`src/rtl/crt_skew_pkg.sv`:
```
package crt_skew_pkg;

    // Internal active-high sync pair carried through the delay line.
    typedef struct packed {
        logic hs;
        logic vs;
    } sync_pair_t;

    localparam sync_pair_t SYNC_IDLE = '{hs: 1'b0, vs: 1'b0};

endpackage

```
`src/rtl/crt_pix_pipe.sv`:
```
module crt_pix_pipe #(
    parameter int W     = 24,
    parameter int DEPTH = 4
) (
    input  logic         clk,
    input  logic         rst,
    input  logic [W-1:0] pix_i,
    input  logic         blank_i,
    output logic [W-1:0] pix_o,
    output logic         blank_o
);
    localparam int LW = W + 1;
    localparam logic [LW-1:0] RST_WORD = {1'b1, {W{1'b0}}};

    logic [LW-1:0] stg [1:DEPTH];

    always_ff @(posedge clk) begin
        if (rst) begin
            for (int i = 1; i <= DEPTH; i++) stg[i] <= RST_WORD;
        end else begin
            stg[1] <= {blank_i, pix_i};
            for (int i = 2; i <= DEPTH; i++) stg[i] <= stg[i-1];
        end
    end

    assign {blank_o, pix_o} = stg[DEPTH];

    // the first stage captures the word presented one clock earlier
    p_pipe_entry_r1: assert property (@(posedge clk) disable iff (rst)
        !$past(rst) |-> stg[1] == $past({blank_i, pix_i}));

    generate
        for (genvar g = 2; g <= DEPTH; g++) begin : g_chk
            // each stage hands its word on after exactly one clock
            p_pipe_shift_r1: assert property (@(posedge clk) disable iff (rst)
                !$past(rst) |-> stg[g] == $past(stg[g-1]));
        end
        for (genvar g = 1; g <= DEPTH; g++) begin : g_rst
            // a released reset leaves every stage blanked black
            p_pipe_rst_r10: assert property (@(posedge clk) disable iff (rst)
                $past(rst) |-> stg[g] == RST_WORD);
        end
    endgenerate

endmodule

```
`src/rtl/crt_sync_tapline.sv`:
```
module crt_sync_tapline
    import crt_skew_pkg::*;
#(
    parameter int CODE_W = 3
) (
    input  logic              clk,
    input  logic              rst,
    input  sync_pair_t        din,
    input  logic [CODE_W-1:0] code,
    output sync_pair_t        dout
);
    localparam int TAPS = (1 << CODE_W) - 1;

    sync_pair_t stg [1:TAPS];
    sync_pair_t tap [0:TAPS];

    always_ff @(posedge clk) begin
        if (rst) begin
            for (int i = 1; i <= TAPS; i++) stg[i] <= SYNC_IDLE;
        end else begin
            stg[1] <= din;
            for (int i = 2; i <= TAPS; i++) stg[i] <= stg[i-1];
        end
    end

    assign tap[0] = din;
    generate
        for (genvar g = 1; g <= TAPS; g++) begin : g_tap
            assign tap[g] = stg[g];
        end
    endgenerate

    assign dout = tap[code];

    // the delay line advances one stage per clock regardless of the code
    p_tap_entry_r2: assert property (@(posedge clk) disable iff (rst)
        !$past(rst) |-> stg[1] == $past(din));

    generate
        for (genvar g = 2; g <= TAPS; g++) begin : g_chk
            p_tap_shift_r2: assert property (@(posedge clk) disable iff (rst)
                !$past(rst) |-> stg[g] == $past(stg[g-1]));
        end
        for (genvar g = 1; g <= TAPS; g++) begin : g_rst
            // no stale sync survives a reset
            p_tap_rst_r10: assert property (@(posedge clk) disable iff (rst)
                $past(rst) |-> stg[g] == SYNC_IDLE);
        end
    endgenerate

endmodule

```
`src/rtl/crt_sync_polarity.sv`:
```
module crt_sync_polarity
    import crt_skew_pkg::*;
(
    input  logic       clk,
    input  logic       rst,
    input  sync_pair_t act,
    input  logic       hpol,
    input  logic       vpol,
    output logic       hs_o,
    output logic       vs_o
);
    always_comb begin
        hs_o = act.hs ^ hpol;
        vs_o = act.vs ^ vpol;
    end

    // flipping the horizontal polarity with a steady delayed sync inverts the pin
    p_hpol_flip_r7: assert property (@(posedge clk) disable iff (rst)
        (!$stable(hpol) && $stable(act.hs)) |-> hs_o != $past(hs_o));

    // same for the vertical polarity
    p_vpol_flip_r6: assert property (@(posedge clk) disable iff (rst)
        (!$stable(vpol) && $stable(act.vs)) |-> vs_o != $past(vs_o));

    // with polarity steady and the delayed sync steady, the pin does not move
    p_level_hold_r8: assert property (@(posedge clk) disable iff (rst)
        ($stable(hpol) && $stable(act.hs) && $stable(vpol) && $stable(act.vs))
        |-> ($stable(hs_o) && $stable(vs_o)));

endmodule

```
`src/rtl/crt_sync_skew.sv`:
```
module crt_sync_skew
    import crt_skew_pkg::*;
#(
    parameter int DATA_W = 24,
    parameter int CODE_W = 3
) (
    input  logic              clk,
    input  logic              rst,
    input  logic [DATA_W-1:0] pix_i,
    input  logic              blank_i,
    input  logic              hsync_i,
    input  logic              vsync_i,
    input  logic [CODE_W-1:0] skew_code,
    input  logic              hsync_pol,
    input  logic              vsync_pol,
    output logic [DATA_W-1:0] pix_o,
    output logic              blank_o,
    output logic              hsync_o,
    output logic              vsync_o
);
    // Baseline code sits at the middle of the code range.
    localparam int PIPE_DLY = 1 << (CODE_W - 1);

    sync_pair_t raw_sync;
    sync_pair_t dly_sync;

    assign raw_sync = '{hs: hsync_i, vs: vsync_i};

    crt_pix_pipe #(
        .W     (DATA_W),
        .DEPTH (PIPE_DLY)
    ) u_pipe (
        .clk     (clk),
        .rst     (rst),
        .pix_i   (pix_i),
        .blank_i (blank_i),
        .pix_o   (pix_o),
        .blank_o (blank_o)
    );

    crt_sync_tapline #(
        .CODE_W (CODE_W)
    ) u_taps (
        .clk  (clk),
        .rst  (rst),
        .din  (raw_sync),
        .code (skew_code),
        .dout (dly_sync)
    );

    crt_sync_polarity u_pol (
        .clk  (clk),
        .rst  (rst),
        .act  (dly_sync),
        .hpol (hsync_pol),
        .vpol (vsync_pol),
        .hs_o (hsync_o),
        .vs_o (vsync_o)
    );

endmodule

```
`config.mk`:
```
export PLATFORM = sky130hd
export DESIGN_NAME = crt_sync_skew
export DESIGN_NICKNAME = d
export VERILOG_FILES = /design/src/rtl/crt_skew_pkg.sv /design/src/rtl/crt_pix_pipe.sv /design/src/rtl/crt_sync_tapline.sv /design/src/rtl/crt_sync_polarity.sv /design/src/rtl/crt_sync_skew.sv
export SDC_FILE = /design/constraint.sdc
export NUM_CORES = 1
export LEC_CHECK = 0
export BUFFER_PORTS_ARGS = -buffer_cell sky130_fd_sc_hd__buf_2
export CORE_MARGIN = 10
export CORE_UTILIZATION = 44
export CTS_CLUSTER_DIAMETER = 60
export CTS_CLUSTER_SIZE = 40
export DETAILED_ROUTE_END_ITERATION = 7
export PLACE_DENSITY_LB_ADDON = 0.25
export SYNTH_ARGS = -nofsm -noshare
export SYNTH_HDL_FRONTEND = slang
export SYNTH_SLANG_ARGS = --single-unit
export TNS_END_PERCENT = 100
```
`constraint.sdc`:
```
create_clock -name clk -period 1.2 [get_ports clk]
set_input_delay 0.12 -clock clk [delete_from_list [all_inputs] [get_ports clk]]
set_output_delay 0.12 -clock clk [all_outputs]
set_load 0.02 [all_outputs]
```
# ---- Word-level counts from Yosys, hierarchy flattened
# Memory sizes are Yosys's and may differ from the RTL's.
# Cells that the tools add are included.
dict set report classes {
  magnitude_cmp 1
  mux 17
  bitwise 14
}
# operator count
set ops {}
lappend ops {{25-bit 2-to-1 mux} 4}
lappend ops {{2-bit 2-to-1 mux} 9}
lappend ops {{1-bit OR} 11}
lappend ops {{2-bit binary-select mux with 3-bit select} 1}
lappend ops {{4-bit greater-or-equal comparator (second input constant)} 1}
lappend ops {{3-bit inverter with 4-bit output} 1}
lappend ops {{1-bit 2-to-1 mux} 3}
lappend ops {{1-bit XOR} 2}
dict set report totals {
  register_bits 0
  mem_bits_rw 114
  in_bits 34
  out_inout_bits 27
  word_cells 34
  mem_count 2
}
# memory words word_bits rd rd_clocked_by_memory_dff write_ports line
set memory_table {}
lappend memory_table {u_pipe.stg 4 25 4 0 4 crt_pix_pipe.sv:15} ;# logic [LW-1:0] stg [1:DEPTH];
lappend memory_table {u_taps.stg 7 2 7 0 7 crt_sync_tapline.sv:14} ;# sync_pair_t stg [1:TAPS];

# ---- Logic depth before layout (Yosys ltp)
# Gate-level depths: netlist (run 1).
dict set report depth {
  depth_word 5
  ltp_mapped 4
  ltp_nobuf 3
}

# ---- Hierarchy
# Synthesis (run 1) repeated with hierarchy kept, for this count alone.
dict set report hier_totals {
  hier_cells 272
  hier_area_um2 3385.7
}
# module n_inst cells_per_inst area_per_inst_um2 seq_area_each_um2
set modules_own_cells {}
lappend modules_own_cells {crt_pix_pipe 1 235 2869.0 2001.9}
lappend modules_own_cells {crt_sync_tapline 1 35 499.2 280.3}
lappend modules_own_cells {crt_sync_polarity 1 2 17.5 0.0}

# ---- Least setup slack after synthesis (run 1)
# Ideal clock, no wire load.
dict set report synth_timing {
  kind {input to output}
  startpoint {input port skew_code[1]}
  endpoint {output port hsync_o}
  arrival_ns 1.213
  required_time_ns 1.080
  slack_ns -0.133
  path_stages 4
  cell_sequence {buf_6 > mux2i_1 > mux4_2 > xnor2_1}
}
dict set report synth_via {
  elab_chain_len 5
}
# item line
set synth_rtl {}
lappend synth_rtl {{from (decl)} crt_sync_skew.sv:13} ;# input logic [CODE_W-1:0] skew_code,
lappend synth_rtl {{3-bit inverter with 4-bit output (implied by the code)} crt_sync_tapline.sv:33} ;# assign dout = tap[code];
lappend synth_rtl {{2-bit binary-select mux with 3-bit select} crt_sync_tapline.sv:33}
lappend synth_rtl {{2-bit 2-to-1 mux (implied by the code) (2 in a row)} crt_sync_tapline.sv:33}
lappend synth_rtl {{1-bit XOR} crt_sync_polarity.sv:13} ;# hs_o = act.hs ^ hpol;
lappend synth_rtl {{to (decl)} crt_sync_skew.sv:18} ;# output logic hsync_o,
# No other way between the ends. The select of a mux whose other input is x is not followed.

==> reports/metrics.cfg, run 1 <==
[critical_path]
crit_type=reg2out
startpoint=u_taps.stg[1][4]
cp_max_fo=2
critPathTopFamily=multiplexers
path_buf_inv=1
crit_required_ns=1.08
reg2reg_to=u_pipe.stg[0][99]
slowest_stage=mux4_2
r2r-start=u_pipe.stg[0][74]
arrival_ns=1.69
start_kind=flop
rr_worst_depth=1
end_kind=output pin
r2r_slack_ns=0.54
crit_chain=mux2i_1, mux4_2, xnor2_4, buf_6
critPathMaxStageDelay_ns=0.53

[timing]
worst_pin_slew_ns=0.378
fin_skew_ns=0.0140
finalHoldViolCount=0
finalSetupViolations=2
tns_ns=-1.20
max_clock_freq_mhz=554
fin_crit_sh_pct=151
worst_slack_ns=-0.606
worst_hold_slack_ns=0.0364
period_minus_slack_ns=1.81
slew_headroom_pct=74.8
finalMaxSlewViolations=0
grt_setup_unrepaired=true

[die]
dieArea_mm2=0.0116
num_io_pins=61
die_h_um=108
start_util_pct=45.8
core_area_mm2=0.00737
num_rows=31
die_w_um=108

[global_routing]
grt_max_degree=36
grt_pass1_wl_um=8140
grt_usage_pct=9.05
grt_pass1_vias=1765
overflow=0
antenna_found_initial=0

[clock_network]
htree_levels=4
cts_made_buffers=17
cts_tree=built
clock-root-buffer=clkbuf_8
clk_pin_slew_worst_paths_ns=0.05
clock-sinks=114
clock_latency_ns=0.49
cts_buffer_depth=2

[status]
outcome=complete, but fails checks
violations=negative setup slack

[placed_design]
portBuffers=60
place_inst=403
dp_hpwl_um=2960
gp_congestion=0.680

[yosys]
synth_area_mm2=0.00337
synth_seq_cells=114
netlist_instances=277
syn-num-nets=311
ys_seq_area_share_pct=67.6
synth_cell_types=9
yosysWarnings=0
avgSynthCellArea_um2=12.2

[min_path]
whs_path_depth=2
hold_path_end=u_pipe.stg[0][119]
hold_path.startpoint=rst
hold_class=in2reg

[cells_and_area]
diodes=0
nFillCells=617
final_cell_mix=110 x nor2b_1, 110 x dfxtp_1, 57 x buf_2
drive_above_1_share_pct=29.6
multi_input_area_um2=893
final_nets=384
seqCellArea_mm2=0.00229
fin_cells=461
area_growth_syn_to_layout_pct=35.0

[power_and_ir_drop]
pwr-share-clk_pct=52.6
comb_power_share_pct=4.4
swShare_pct=19.0
p_sw_uw=1740
p_seq_share_pct=43.0
peakVddDrop_uv=1020
internal-power_uw=7420
cellLeakagePower_uw=0.00198
p_per_area_mw_per_mm2=2010

[route]
drc_errors=0
vias=1761
dr.pass1.iters=4
postRouteAntennaNets=0
drt-total-wl_um=4780
drtIter0Drc=45
vias_per_cell=3.82
wire_per_inst_um=10.4

[run]
drv_cap=0

==> stage by stage <==
stage | total power [µW] | instance area, µm² | worst slack, ns | utilization (%)
2_1_floorplan | 4240 | 3410 | -0.0121 | -
3_3_place_gp | 4340 | 3670 | -0.205 | 49.8
3_5_place_dp | 4340 | 3670 | -0.233 | 49.8
4_1_cts | 9270 | 4550 | -0.645 | 61.8
5_1_grt | 9500 | 4550 | -0.683 | 61.8
6_report | 9160 | 4550 | -0.606 | 61.8
==> synth_stat cells <==
master | n | area, µm²
buf_4 | 24 | 180
buf_6 | 1 | 11.3
clkbuf_1 | 12 | 45.0
dfxtp_1 | 114 | 2280
mux2i_1 | 8 | 80.1
mux4_2 | 2 | 45.0
nor2b_1 | 110 | 688
or2_2 | 4 | 25.0
xnor2_1 | 2 | 17.5
==> cells by family (layout without fill, tap and decap cells) <==
family        after synthesis  count (layout)  synth area share [%]
xor+xnor                    2               2                 0.519
buf+inv                    37             122                  7.01
flops                     114             114                  67.6
mux                        10              10                  3.71
simple gates              114             114                  21.1
==> routing by layer <==
| layer | wire (µm) | vias to the layer above | track usage [%] |
|---|---|---|---|
| li1 | - | 967 | - |
| met1 | 2290 | 738 | 10.5 |
| met2 | 2050 | 50 | 12.2 |
| met3 | 384 | 6 | 5.33 |
| met4 | 51 | 0 | 6.01 |
| met5 | 0 | - | 0 |
==> worst max-delay path by stage <==
stage	to	cells past startpoint	slack (ns)
2_1_floorplan	hsync_o	4	-0.01
3_3_place_gp	hsync_o	5	-0.21
3_5_place_dp	vsync_o	5	-0.23
4_1_cts	vsync_o	4	-0.64
5_1_grt	vsync_o	4	-0.68
6_report	vsync_o	4	-0.61
==> state kept, by name, summed over array words and instances, names as in the netlist <==
register    count
u_taps.stg     14
u_pipe.stg    100
==> power groups by stage <==
| stage | combinational [µW] | sequential (µW) | clock, µW |
|---|---|---|---|
| 2_1_floorplan | 226 | 4010 | 0 |
| 3_3_place_gp | 322 | 4010 | 0 |
| 3_5_place_dp | 327 | 4020 | 0 |
| 4_1_cts | 405 | 3940 | 4930 |
| 5_1_grt | 441 | 3950 | 5110 |
| 6_report | 400 | 3940 | 4820 |
==> final cells by class <==
type	count	area share [%]
clock buffers	23	10.9
clock inverters	8	2.20
multi-input cells	126	19.6
flip-flops and latches	114	50.2
well taps	99	2.72
repair buffers	91	14.3
==> what timing repair did <==
| action | CTS | global route |
|---|---|---|
| endpoints found under the setup margin | 2 | 2 |
| buffers inserted | 0 | 0 |
| resized for setup | 7 | 1 |
| endpoints found under the hold margin | 27 | 0 |
| gates cloned | 0 | 0 |
| hold buffers | 27 | 0 |
Power figures use the tool's default switching activity.
==> inputs of run 2 (changes only) <==
--- a/config.mk
+++ b/config.mk
@@ -14,5 +14,6 @@
 export PLACE_DENSITY_LB_ADDON = 0.25
 export SYNTH_ARGS = -nofsm -noshare
 export SYNTH_HDL_FRONTEND = slang
+export SYNTH_HIERARCHICAL = 1
 export SYNTH_SLANG_ARGS = --single-unit
 export TNS_END_PERCENT = 100
==> run 2 against run 1 <==
Net effect:
- the flow still finishes with violations (negative setup slack)
- global-route usage decreased by 0.17 points
- sequential power about the same
- cell count decreased by 0.22%
- count of clock-buffer cells in the layout decreased by 5
- critical path type unchanged
==> reports/metrics.cfg, run 2 <==
[status]
outcome=complete, but fails checks  ; unchanged
violations=negative setup slack  ; unchanged

[route]
wire_per_inst_um=10.6  ; was 10.4 µm
drt-total-wl_um=4880  ; was 4780 µm
dr.pass1.iters=4  ; unchanged
drc_errors=0  ; unchanged
vias=1777  ; was 1761
drtIter0Drc=32  ; was 45
vias_per_cell=3.86  ; was 3.82
postRouteAntennaNets=0  ; unchanged

[cells_and_area]
largest_reg_flops=100  ; unchanged
final_cell_mix=112 x dfxtp_1, 110 x nor2b_1, 57 x buf_2  ; was 110 x nor2b_1, 110 x dfxtp_1, 57 x buf_2
final_common_cell=dfxtp_1
final_nets=382  ; was 384
diodes=0  ; unchanged
top_regs=u_pipe/stg: 100 flops, u_taps/stg: 14 flops  ; was u_pipe.stg: 100 flops, u_taps.stg: 14 flops
drive_above_1_share_pct=29.9  ; was 29.6%
fin_cells=460  ; was 461
regMostFlops=u_pipe/stg  ; was u_pipe.stg
area_growth_syn_to_layout_pct=34.3  ; was 35.0%

[yosys]
synth_seq_cells=114  ; unchanged
synthAdderAreaFrac_pct=0  ; unchanged
synth-compound-area-share_pct=0  ; unchanged
synth_cell_types=10  ; was 9
synthTopCellsByArea=dfxtp_1 67%, nor2b_1 20%, buf_4 5.3%  ; was dfxtp_1 68%, nor2b_1 20%, buf_4 5.3%
yosys.area.top_type=dfxtp_1  ; unchanged
synth_commonest_cells=114 x dfxtp_1, 110 x nor2b_1, 24 x buf_4  ; unchanged
synth-simple-area-share_pct=21.1  ; about the same
synth.area.mux_share_pct=3.77  ; was 3.71%
synth-xor-area-share_pct=0.517  ; was 0.519%
async_reset_ff_share_pct=0  ; unchanged
synth_top_family_by_area=simple AND/OR/NAND/NOR gates  ; unchanged
synth_edf_count=0  ; unchanged
netlist_instances=272  ; was 277
yosysMostFrequentCell=dfxtp_1  ; unchanged
avgSynthCellArea_um2=12.4  ; was 12.2 µm²
synthFlopType=dfxtp_1  ; unchanged
syn-num-nets=306  ; was 311
synth_area_mm2=0.00339  ; was 0.00337 mm²
synth_top_area_share_pct=67.4  ; was 67.6%
yosysWarnings=6  ; was 0
ys_seq_area_share_pct=67.4  ; was 67.6%

[placed_design]
post-place-ws_ns=-0.385  ; was -0.233 ns
place_inst=401  ; was 403
dp_hpwl_um=3120  ; was 2960 µm
portBuffers=60  ; unchanged
gp_congestion=0.667  ; was 0.680

[critical_path]
rr_worst_depth=1  ; unchanged
crit_type=reg2out  ; unchanged
crit_chain=mux4_2, mux2_4, xor2_4, buf_6  ; was mux2i_1, mux4_2, xnor2_4, buf_6
slowest_stage=mux4_2  ; unchanged
end_kind=output pin  ; unchanged
cp.depth=4  ; unchanged
cp_max_fo=2  ; unchanged
critPathMaxStageDelay_ns=0.46  ; was 0.53 ns
crit_required_ns=1.08  ; about the same
critPathTopFamily=multiplexers  ; unchanged
path_buf_inv=1  ; unchanged
start_kind=flop  ; unchanged
arrival_ns=1.86  ; was 1.69 ns

[global_routing]
grt_usage_pct=8.88  ; was 9.05%
grt_max_degree=35  ; was 36
overflow=0  ; unchanged
antenna_found_initial=0  ; unchanged
grt_pass1_wl_um=7890  ; was 8140 µm
grt_pass1_vias=1757  ; was 1765

[clock_network]
postCtsSetupBuffers=0  ; unchanged
htree_levels=4  ; unchanged
cts_made_buffers=17  ; unchanged
clk_pin_slew_worst_paths_ns=0.06  ; was 0.05 ns
clock-root-buffer=clkbuf_8  ; unchanged
clock-sinks=114  ; unchanged
cts_buffer_depth=2  ; unchanged
clock_latency_ns=0.49  ; about the same
cts_tree=built  ; unchanged

[run]
drv_cap=0  ; unchanged

[timing]
worst_slack_ns=-0.777  ; was -0.606 ns
period_minus_slack_ns=1.98  ; was 1.81 ns
max_clock_freq_mhz=506  ; was 554 MHz
tns_ns=-1.54  ; was -1.20 ns
fin_crit_sh_pct=165  ; was 151%
finalSetupViolations=2  ; unchanged
worst_pin_slew_ns=0.403  ; was 0.378 ns
grt_setup_unrepaired=true  ; unchanged
fin_skew_ns=0.00622  ; was 0.0140 ns
slew_headroom_pct=73.1  ; was 74.8%
finalHoldViolCount=0  ; unchanged
finalMaxSlewViolations=0  ; unchanged

[power_and_ir_drop]
cellLeakagePower_uw=0.00195  ; was 0.00198 µW
p_per_area_mw_per_mm2=2000  ; was 2010 mW/mm²
peakVddDrop_uv=1190  ; was 1020 µV

[die]
die_w_um=108  ; about the same
dieArea_mm2=0.0116  ; about the same
core_area_mm2=0.00737  ; unchanged
die_h_um=108  ; about the same
num_io_pins=61  ; unchanged
num_rows=31  ; unchanged
start_util_pct=45.9  ; was 45.8%

[min_path]
whs_path_depth=2  ; unchanged
hold_class=in2reg  ; unchanged

run 2: cell count changes in the layout (fill, tap and decap cells not counted), moves of 3 or more:
| cell | previous run | this run |
|---|---|---|
| or2_2 | 4 | 0 |
| mux2i_1 | 8 | 0 |
| clkinvlp_4 | 1 | 4 |
| inv_6 | 0 | 4 |
| or2_1 | 0 | 4 |
| clkbuf_8 | 7 | 2 |
run 2: final cells by class:
class                   instances  area (µm²)
well taps                      99         124
multi-input cells             122         888
flip-flops and latches        114        2280
repair buffers                 93         668
clock buffers                  18         428
clock inverters                14         153
fillers                       609        2820
run 2: repair_timing:
item / CTS / global route
resized for setup: 6 / 0
hold buffers: 27 / 0
gates cloned: 0 / 0
pin swaps: 2 / 0
setup endpoints to repair: 2 / 2
hold endpoints to repair: 27 / 0
run 2: path summary, 6_finish.rpt:
path,to,slack (ns),startpoint
min,u_taps/stg[0][10],0.05,rst
max reg2reg,u_pipe/stg[0][99],0.60,u_pipe/stg[0][74]
max,hsync_o,-0.78,u_taps/stg[0][9]
min reg2reg,u_pipe/stg[0][74],0.40,u_pipe/stg[0][49]
run 2: per-layer routing:
metal	share of wire, %	vias up	track usage (%)	wire (µm)
li1	-	964	-	-
met1	45	769	9.17	2200
met2	47	40	13.6	2310
met3	6.8	4	3.95	331
met4	0.86	0	7.44	42
met5	0	-	0	0
run 2: report_power, final:
| group | switching, µW | internal (µW) | total, µW |
|---|---|---|---|
| sequential | 23.7 | 3910 | 3940 |
| clock | 1710 | 3030 | 4740 |
| combinational | 163 | 237 | 400 |
| total | 1900 | 7180 | 9080 |
run 2: metrics by stage:
stage | power (µW) | utilization, % | area (µm²) | hold WS, ns
6_report | 9080 | 61.7 | 4550 | 0.0461
3_5_place_dp | 4340 | 49.9 | 3680 | 0.315
5_1_grt | 9410 | 61.7 | 4550 | 0.0475
3_3_place_gp | 4330 | 49.9 | 3680 | 0.322
2_1_floorplan | 4230 | - | 3420 | 0.192
4_1_cts | 9200 | 61.7 | 4550 | 0.0229
run 2: cell families after synthesis:
logic type | after synthesis
xor gates and xnor gates | 2
buffers and inverters | 36
DFF | 114
muxes | 6
and+or+nand+nor | 114
==> inputs of run 3 (changes only) <==
--- a/config.mk
+++ b/config.mk
@@ -6,8 +6,10 @@
 export NUM_CORES = 1
 export LEC_CHECK = 0
 export BUFFER_PORTS_ARGS = -buffer_cell sky130_fd_sc_hd__buf_2
+export CELL_PAD_IN_SITES_DETAIL_PLACEMENT = 0
+export CELL_PAD_IN_SITES_GLOBAL_PLACEMENT = 2
 export CORE_MARGIN = 10
-export CORE_UTILIZATION = 44
+export CORE_UTILIZATION = 36
 export CTS_CLUSTER_DIAMETER = 60
 export CTS_CLUSTER_SIZE = 40
 export DETAILED_ROUTE_END_ITERATION = 7
==> run 3 against run 2 <==
Net effect:
- the flow still finishes with violations (negative setup slack)
- critical path depth stayed put
- flip-flop and latch count unchanged
- sequential share of layout area fell by 0.38 points
- first-iteration DRC count rose by 81%
- cell area is 0.77% higher
==> reports/metrics.cfg, run 3 (synthesis results as in run 2) <==
[global_routing]
antenna_found_initial=0  ; unchanged
grt_usage_pct=8.07  ; was 8.88%
grt_pass1_wl_um=8290  ; was 7890 µm
overflow=0  ; unchanged
grt_pass1_vias=1768  ; was 1757
grt_max_degree=33  ; was 35

[critical_path]
startpoint=u_taps/stg[0][8]  ; was u_taps/stg[0][9]
slowest_stage=mux4_2  ; unchanged
crit_required_ns=1.08  ; about the same
r2r-start=u_pipe/stg[0][24]  ; was u_pipe/stg[0][74]
cp_max_fo=2  ; unchanged
critPathMaxStageDelay_ns=0.46  ; about the same
arrival_ns=1.85  ; was 1.86 ns
crit_chain=mux4_2, mux2_4, xor2_4, buf_6  ; unchanged
r2r_slack_ns=0.61  ; was 0.60 ns
crit_type=reg2out  ; unchanged
start_kind=flop  ; unchanged
end_kind=output pin  ; unchanged

[route]
vias=1774  ; was 1777
dr.pass1.iters=4  ; unchanged
drc_errors=0  ; unchanged
drt-total-wl_um=5170  ; was 4880 µm
wire_per_inst_um=11.0  ; was 10.6 µm
vias_per_cell=3.77  ; was 3.86
drtIter0Drc=58  ; was 32
postRouteAntennaNets=0  ; unchanged

[placed_design]
gp_congestion=0.636  ; was 0.667
portBuffers=60  ; unchanged
post-place-ws_ns=-0.388  ; was -0.385 ns
dp_hpwl_um=3180  ; was 3120 µm

[clock_network]
clock-root-buffer=clkbuf_8  ; unchanged
cts_buffer_depth=2  ; unchanged
cts_made_buffers=17  ; unchanged
cts_tree=built  ; unchanged
clk_pin_slew_worst_paths_ns=0.06  ; about the same
htree_levels=4  ; unchanged
clock-sinks=114  ; unchanged
clock_latency_ns=0.49  ; about the same

[power_and_ir_drop]
peakVddDrop_uv=979  ; was 1190 µV
cellLeakagePower_uw=0.00196  ; was 0.00195 µW
p_per_area_mw_per_mm2=2060  ; was 2000 mW/mm²

[status]
outcome=complete, but fails checks  ; unchanged
violations=negative setup slack  ; unchanged

[timing]
fin_crit_sh_pct=164  ; was 165%
grt_setup_unrepaired=true  ; unchanged
fin_skew_ns=0.00408  ; was 0.00622 ns
max_clock_freq_mhz=507  ; was 506 MHz
worst_slack_ns=-0.774  ; was -0.777 ns
slew_headroom_pct=74.3  ; was 73.1%
worst_pin_slew_ns=0.386  ; was 0.403 ns
finalSetupViolations=2  ; unchanged
finalHoldViolCount=0  ; unchanged
finalMaxSlewViolations=0  ; unchanged
period_minus_slack_ns=1.97  ; was 1.98 ns

[cells_and_area]
largest_reg_flops=100  ; unchanged
final_nets=380  ; was 382
utilization_pct=49.8  ; was 61.7%
final_cell_mix=112 x dfxtp_1, 110 x nor2b_1, 57 x buf_2  ; unchanged
diodes=0  ; unchanged
regMostFlops=u_pipe/stg  ; unchanged
final_common_cell=dfxtp_1  ; unchanged
top_regs=u_pipe/stg: 100 flops, u_taps/stg: 14 flops  ; unchanged
drive_above_1_share_pct=29.2  ; was 29.9%
area_growth_syn_to_layout_pct=35.3  ; was 34.3%

[die]
num_rows=35  ; was 31
dieArea_mm2=0.0137  ; was 0.0116 mm²
die_w_um=117  ; was 108 µm
start_util_pct=36.8  ; was 45.9%
core_area_mm2=0.00920  ; was 0.00737 mm²
num_io_pins=61  ; unchanged
die_h_um=117  ; was 108 µm

[min_path]
hold_class=in2reg  ; unchanged
hold_path.startpoint=rst  ; unchanged

[run]
drv_cap=0  ; unchanged

[run 3: changes by cell type in the layout (fill, tap and decap cells not counted), sizes merged]
cell	previous run	this run
bufinv	2	4
buf	66	64
inv	4	1
clkinvlp	4	3
clkbuf	18	19
clkinv	4	5
[run 3: where the power goes]
group / switching [µW] / internal (µW) / leakage, µW / total [µW]
Combinational: 166 / 233 / 0.000732 / 400
Sequential: 23.2 / 3910 / 0.000935 / 3940
Clock: 1660 / 3420 / 0.000294 / 5090
Total: 1850 / 7570 / 0.00196 / 9420
[run 3: layer usage]
metal	vias up	global-route usage, %	routed length (µm)
met5	-	0	0
met1	768	9.12	2460
met4	0	5.44	82
met3	8	4.59	410
met2	39	11.3	2230
li1	959	-	-
[run 3: layout make-up]
type,count,area [µm²]
sequential,114,2280
fill,867,4620
timing repair buffer,91,653
clock buffer,19,432
multi-input combinational,122,888
tap,111,139
clock inverter,13,184
[run 3: worst paths after layout]
kind,end,cells after the start
setup / recovery,vsync_o,4
hold / removal,u_taps/stg[0][13],2
setup reg to reg,u_pipe/stg[0][49],1
hold reg to reg,u_pipe/stg[0][74],1
[run 3: worst max-delay path: cells and delay by family (launching register included)]
kind | cells | cell delay [ns]
XOR/XNOR | 1 | 0.15
buffers and inverters | 1 | 0.13
flip-flops | 1 | 0.31
multiplexers | 2 | 0.77
[run 3: timing repair]
item,CTS,global route
gates cloned,0,0
hold endpoints to repair,27,0
setup endpoints to repair,2,2
pin swaps,2,0
gates resized for setup,6,0
hold buffers,27,0
buffers inserted,0,0
[run 3: stage by stage]
step	hold slack [ns]	TNS (ns)	instance area [µm²]	instances	total power, µW
after floorplan	0.192	-0.362	3420	272	4230
after global placement	0.325	-0.751	3680	411	4340
after detailed placement	0.319	-0.774	3680	411	4340
after CTS	0.0180	-1.62	4580	470	9560
after global routing	0.0432	-1.68	4580	470	9790
final	0.0361	-1.54	4580	470	9420
